[config.mk]
export PLATFORM = sky130hd
export DESIGN_NAME = wbuf_loader
export DESIGN_NICKNAME = d
export VERILOG_FILES = /design/src/rtl/wbl_pkg.sv /design/src/rtl/wbl_buffer.sv /design/src/rtl/wbl_fsm.sv /design/src/rtl/wbuf_loader.sv
export SDC_FILE = /design/constraint.sdc
export NUM_CORES = 1
export LEC_CHECK = 0
export ABC_AREA = 1
export BUFFER_PORTS_ARGS = -buffer_cell sky130_fd_sc_hd__clkbuf_2
export CORE_MARGIN = 10
export CORE_UTILIZATION = 53
export DETAILED_ROUTE_END_ITERATION = 10
export PLACE_DENSITY = 0.77
export SLEW_MARGIN = 20
export SYNTH_ARGS = -nofsm -noshare
export SYNTH_HDL_FRONTEND = slang
export SYNTH_SLANG_ARGS = --single-unit
[constraint.sdc]
create_clock -name clk -period 3.9 [get_ports clk]
set_clock_uncertainty 0.15 [all_clocks]
set_input_delay 0.585 -clock clk [delete_from_list [all_inputs] [get_ports clk]]
set_output_delay 0.585 -clock clk [all_outputs]
set_load 0.01 [all_outputs]
[src/rtl/wbl_pkg.sv]
package wbl_pkg;
  localparam logic [7:0] CMD_UNL1  = 8'hAA;
  localparam logic [7:0] CMD_UNL2  = 8'h55;
  localparam logic [7:0] CMD_LOAD  = 8'h25;
  localparam logic [7:0] CMD_CONF  = 8'h29;
  localparam logic [7:0] CMD_RESET = 8'hF0;
  localparam logic [11:0] UNL_A1   = 12'h555;
  localparam logic [11:0] UNL_A2   = 12'h2AA;

  typedef enum logic [3:0] {
    S_IDLE, S_UNL1, S_UNL2, S_COUNT, S_LOAD, S_CONF, S_ABORT, S_ABT1, S_ABT2
  } seq_state_t;
endpackage

[src/rtl/wbl_buffer.sv]
module wbl_buffer #(
  parameter int DATA_W     = 16,
  parameter int PAGE_WORDS = 16,
  localparam int OFF_W     = $clog2(PAGE_WORDS)
) (
  input  logic                         clk,
  input  logic                         rst,
  input  logic                         clr,
  input  logic                         we,
  input  logic [OFF_W-1:0]             idx,
  input  logic [DATA_W-1:0]            din,
  output logic [PAGE_WORDS*DATA_W-1:0] words
);
  logic [DATA_W-1:0] mem [PAGE_WORDS];

  always_ff @(posedge clk) begin
    if (rst || clr) begin
      for (int i = 0; i < PAGE_WORDS; i++) mem[i] <= '1;
    end else if (we) begin
      mem[idx] <= din;
    end
  end

  for (genvar g = 0; g < PAGE_WORDS; g++) begin : g_flat
    assign words[g*DATA_W +: DATA_W] = mem[g];
  end

  // a clear leaves the top offset unprogrammed on the next cycle
  a_r3_clear_fill: assert property (@(posedge clk) disable iff (rst)
    clr |=> (words[PAGE_WORDS*DATA_W-1 -: DATA_W] == '1));
  // a write lands at its offset
  a_r3_write_lands: assert property (@(posedge clk) disable iff (rst)
    (we && !clr) |=> (words[$past(idx)*DATA_W +: DATA_W] == $past(din)));
endmodule

[src/rtl/wbl_fsm.sv]
module wbl_fsm
  import wbl_pkg::*;
#(
  parameter int ADDR_W     = 22,
  parameter int DATA_W     = 16,
  parameter int PAGE_WORDS = 16,
  parameter int SECT_LSB   = 15,
  localparam int OFF_W     = $clog2(PAGE_WORDS)
) (
  input  logic              clk,
  input  logic              rst,
  input  logic              wr_en,
  input  logic [ADDR_W-1:0] wr_addr,
  input  logic [DATA_W-1:0] wr_data,
  output logic              buf_clr,
  output logic              buf_we,
  output logic              prog_start,
  output logic [ADDR_W-1:0] page_base,
  output logic              aborted
);
  seq_state_t state;
  logic [ADDR_W-SECT_LSB-1:0] sect;
  logic [ADDR_W-OFF_W-1:0]    page;
  logic [OFF_W-1:0]           left;
  logic                       first;

  logic hit1, hit2, hit_rst, in_sect, in_page, load_ok, cnt_ok;
  always_comb begin
    hit1    = wr_addr[11:0] == UNL_A1 && wr_data[7:0] == CMD_UNL1;
    hit2    = wr_addr[11:0] == UNL_A2 && wr_data[7:0] == CMD_UNL2;
    hit_rst = wr_addr[11:0] == UNL_A1 && wr_data[7:0] == CMD_RESET;
    in_sect = wr_addr[ADDR_W-1:SECT_LSB] == sect;
    in_page = wr_addr[ADDR_W-1:OFF_W] == page;
    load_ok = first ? in_sect : in_page;
    cnt_ok  = in_sect && (wr_data < DATA_W'(PAGE_WORDS));
    buf_clr = wr_en && state == S_UNL2 && wr_data[7:0] == CMD_LOAD;
    buf_we  = wr_en && state == S_LOAD && load_ok;
  end

  always_ff @(posedge clk) begin
    if (rst) begin
      state      <= S_IDLE;
      sect       <= '0;
      page       <= '0;
      left       <= '0;
      first      <= 1'b0;
      prog_start <= 1'b0;
      page_base  <= '0;
      aborted    <= 1'b0;
    end else begin
      prog_start <= 1'b0;
      if (wr_en) begin
        unique case (state)
          S_IDLE:  if (hit1) state <= S_UNL1;
          S_UNL1:  state <= hit2 ? S_UNL2 : S_IDLE;
          S_UNL2:  begin
            if (wr_data[7:0] == CMD_LOAD) begin
              state <= S_COUNT;
              sect  <= wr_addr[ADDR_W-1:SECT_LSB];
            end else state <= S_IDLE;
          end
          S_COUNT: begin
            if (cnt_ok) begin
              state <= S_LOAD;
              left  <= wr_data[OFF_W-1:0];
              first <= 1'b1;
            end else begin
              state <= S_ABORT;
              aborted <= 1'b1;
            end
          end
          S_LOAD:  begin
            if (load_ok) begin
              first <= 1'b0;
              if (first) page <= wr_addr[ADDR_W-1:OFF_W];
              if (left == '0) state <= S_CONF;
              else left <= left - 1'b1;
            end else begin
              state <= S_ABORT;
              aborted <= 1'b1;
            end
          end
          S_CONF:  begin
            if (in_sect && wr_data[7:0] == CMD_CONF) begin
              state      <= S_IDLE;
              prog_start <= 1'b1;
              page_base  <= {page, {OFF_W{1'b0}}};
            end else begin
              state <= S_ABORT;
              aborted <= 1'b1;
            end
          end
          S_ABORT: if (hit1) state <= S_ABT1;
          S_ABT1:  state <= hit2 ? S_ABT2 : S_ABORT;
          S_ABT2:  begin
            if (hit_rst) begin
              state   <= S_IDLE;
              aborted <= 1'b0;
            end else state <= S_ABORT;
          end
          default: state <= S_IDLE;
        endcase
      end
    end
  end

  a_r2_start_one_cycle: assert property (@(posedge clk) disable iff (rst)
    prog_start |=> !prog_start);
  a_r4_count_abort: assert property (@(posedge clk) disable iff (rst)
    (state == S_COUNT && wr_en && wr_data >= DATA_W'(PAGE_WORDS)) |=> aborted);
  a_r5_page_abort: assert property (@(posedge clk) disable iff (rst)
    (state == S_LOAD && wr_en && !first && !in_page) |=> aborted);
  a_r7_confirm_abort: assert property (@(posedge clk) disable iff (rst)
    (state == S_CONF && wr_en && wr_data[7:0] != CMD_CONF) |=> (aborted && !prog_start));
  a_r8_hold_abort: assert property (@(posedge clk) disable iff (rst)
    (aborted && !wr_en) |=> aborted);
  a_r8_no_start: assert property (@(posedge clk) disable iff (rst)
    aborted |-> !prog_start);
  a_r8_clear_path: assert property (@(posedge clk) disable iff (rst)
    $fell(aborted) |-> $past(state) == S_ABT2);
endmodule

[src/rtl/wbuf_loader.sv]
module wbuf_loader #(
  parameter int ADDR_W     = 22,
  parameter int DATA_W     = 16,
  parameter int PAGE_WORDS = 16,
  parameter int SECT_LSB   = 15,
  localparam int OFF_W     = $clog2(PAGE_WORDS)
) (
  input  logic                         clk,
  input  logic                         rst,
  input  logic                         wr_en,
  input  logic [ADDR_W-1:0]            wr_addr,
  input  logic [DATA_W-1:0]            wr_data,
  output logic                         prog_start,
  output logic [ADDR_W-1:0]            page_base,
  output logic [PAGE_WORDS*DATA_W-1:0] prog_words,
  output logic                         aborted
);
  logic buf_clr, buf_we;

  wbl_fsm #(.ADDR_W(ADDR_W), .DATA_W(DATA_W), .PAGE_WORDS(PAGE_WORDS),
            .SECT_LSB(SECT_LSB)) u_fsm (
    .clk(clk), .rst(rst), .wr_en(wr_en), .wr_addr(wr_addr), .wr_data(wr_data),
    .buf_clr(buf_clr), .buf_we(buf_we), .prog_start(prog_start),
    .page_base(page_base), .aborted(aborted)
  );

  wbl_buffer #(.DATA_W(DATA_W), .PAGE_WORDS(PAGE_WORDS)) u_buf (
    .clk(clk), .rst(rst), .clr(buf_clr), .we(buf_we),
    .idx(wr_addr[OFF_W-1:0]), .din(wr_data), .words(prog_words)
  );

  // nothing is requested in the cycle after reset
  a_r1_reset_quiet: assert property (@(posedge clk)
    rst |=> (!prog_start && !aborted));
endmodule

==> impl_metrics.toml <==
[outcome]
status = "finished, final reports clean"

[sta]
slew_headroom_pct = 31.9
finalMaxSlewViolations = 0
rsz0062_at_grt = "no"
finalHoldViolCount = 0
setup_viol = 0
finalCritPeriodShare_pct = 81.1
fmax_mhz = 316
max_slew.worst_pin.slew_ns = 1.02
period_needed_ns = 3.16
tns_ns = 0

[synth]
synth_edf_count = 256
syn_area_um2 = 12700
synthFlopType = "edfxtp_1"
synth_cell_types = 31
ys_seq_area_share_pct = 68.8
synth_cells = 1139
ys_warn_count = 0
ys_ff_latch = 310
syn_area_per_cell_um2 = 11.2
async_reset_ff_share_pct = 0

[worst_setup_path]
crit_top_cell = "nand2_1"
cpPeakStageDelay_ns = 0.55
reg2regPathDepth = 12
crit_fanout = 18
reg2reg_setup_slack_ns = 0.74
crit_arrival_ns = 3.19
worstReg2RegEnd = "u_buf.mem[3][15]"
crit_chain = "inv_1, nand2_1, nand2_1, nor2_1, nand2_1, nor2_1, nand3_1, nand2_2, nand4_2, nor2_4, nand3_1, nand2_1"
reg2reg_from = "u_fsm.page[12]"
cp-start-kind = "flip-flop"
crit_type = "flip-flop to flip-flop"
cp-end-kind = "flip-flop"
worst_ep_required_time_ns = 3.93
cpMaxStageDelayCell = "nand2_1"

[hold_path]
worstHoldPathType = "input pin to flip-flop"
hold-path-cell-count = 3
holdPathEnd = "u_fsm.sect[6]"
hold_start = "wr_addr[21]"

[final_layout]
drive_above_1_share_pct = 29.4
synthToLayoutAreaGrowth_pct = 22.6
fin_area_um2 = 15600
layout_common_cells = "clkbuf_2, edfxtp_1, nand3_1"
seq_area_um2 = 8770
final_cell_count_no_fill = 1768
num_antenna_cells = 0
fin_util_pct = 66.4
fillCellCount = 1778
multi_input_area_um2 = 3270
final_nets = 1466
layout_commonest_cell = "clkbuf_2"

[global_route]
grt_max_degree = 67
grt_pass1_vias = 9825
grt.total_usage_pct = 25.5
grt_overflow = 0
grt_antenna_before_repair = 1
grt_pass1_wl_um = 61000

[job]
maxCapViolCount = 0

[route]
routedWlPerCell_um = 23.3
vias = 10400
routed_wl_um = 41200
ant_nets = 0
dr.pass1.iters = 6
viasPerCell = 5.86
drcViolationCount = 0
drt-initial-drc-count = 1208

[placed_design]
place.gp.congestion = 0.881
dp_hpwl_um = 28000
dpl-instance-area_um2 = 14600
dp_cells = 1710
io_buffer_count = 316

[clock_tree]
clock-sinks = 310
holdBufCountCts = 0
clockRootBuffer = "clkbuf_16"
clkLatencyLatePin_ns = 0.55
cts_tree = "yes"
cts_buffers = 31
ctsResizeCount = 0
h-tree-depth = 1
clk_pin_slew_worst_paths_ns = 0.06
cts_setup_buffers = 0
cts.path.max_buffers = 3

[die]
die-area_um2 = 30700
initial_core_util_pct = 54.2
die_w_um = 175
io_pins = 321
core_area_um2 = 23500
num_rows = 56
die_h_um = 175

[power_and_ir_drop]
powerDensity_nw_per_um2 = 443
max-vdd-ir-drop_uv = 300
p_leak_nw = 4.99
p_total_mw = 6.92
[sequential cells by signal (all words and copies together), names as in the netlist]
name	flops
u_fsm.page_base	18
u_fsm.sect	7
u_fsm.page	18
u_fsm.prog_start	1
u_fsm.aborted	1
u_fsm.first	1
u_fsm.left	4
u_fsm.state	4
u_buf.mem	256
[cells by family after synthesis]
logic type	after synthesis	share of synthesized area, %
DFF	310	68.8
adders and majority gates	1	0.0981
other	1	0.0294
and+or+nand+nor	546	20.9
AOI/OAI and AO/OA	90	3.61
xor gates and xnor gates	8	0.550
buffers and inverters	183	6.08
[cell type report]
cell class              instances  share of cell area [%]
clock buffers                  43                    5.44
inverters                      80                    1.92
flip-flops and latches        310                    56.1
multi-input cells             649                    20.9
clock inverters                15                    1.22
repair buffers                352                    11.8
well taps                     319                    2.55
[worst max-delay path, delay by kind of cell, from the launching register on]
kind	cells	cell delay [ns]
buffers and inverters	1	0.12
and+or+nand+nor	11	2.14
DFF	1	0.37
[metrics by stage]
| step | setup WS (ns) | hold WS (ns) |
|---|---|---|
| after detailed placement | 0.522 | 0.305 |
| after floorplan | 0.733 | 0.290 |
| after global routing | 0.447 | 0.152 |
| after global placement | 0.581 | 0.301 |
| after CTS | 0.717 | 0.137 |
| final | 0.736 | 0.166 |
[worst max-delay path by stage]
stage | start | slack, ns | to
6_report | u_fsm.page[12] | 0.74 | u_buf.mem[3][15]
5_1_grt | u_fsm.page[12] | 0.45 | u_buf.mem[3][15]
4_1_cts | u_fsm.page[12] | 0.72 | u_buf.mem[11][5]
3_5_place_dp | wr_addr[4] | 0.52 | u_buf.mem[3][8]
3_3_place_gp | wr_addr[4] | 0.58 | u_buf.mem[3][3]
2_1_floorplan | wr_addr[18] | 0.73 | u_buf.mem[13][0]
[synthesized netlist by cell type, drive strengths merged (4+ instances only)]
cell type,instances,area (µm²)
edfxtp,256,7690
nand3,168,841
nand2,153,579
nand4,137,863
nor2,72,288
clkbuf,66,248
inv,65,244
dfxtp,54,1080
a21oi,50,254
buf,37,226
o21ai,37,185
clkinv,15,56.3
nor3,10,50.1
xnor2,4,35.0
xor2,4,35.0
[power breakdown]
group          total, mW  switching (mW)  internal [mW]
sequential          3.57      0.00000240           3.57
combinational      0.318           0.265         0.0526
clock               3.03            1.24           1.79
[routing by layer]
layer,vias up,routed length (µm),global-route usage (%)
li1,4658,-,-
met1,4910,14700,30.5
met2,699,20500,43.5
met3,97,4570,6.51
met4,2,1410,9.47
met5,-,11,0
No activity file was read; power rests on OpenSTA's default activity.
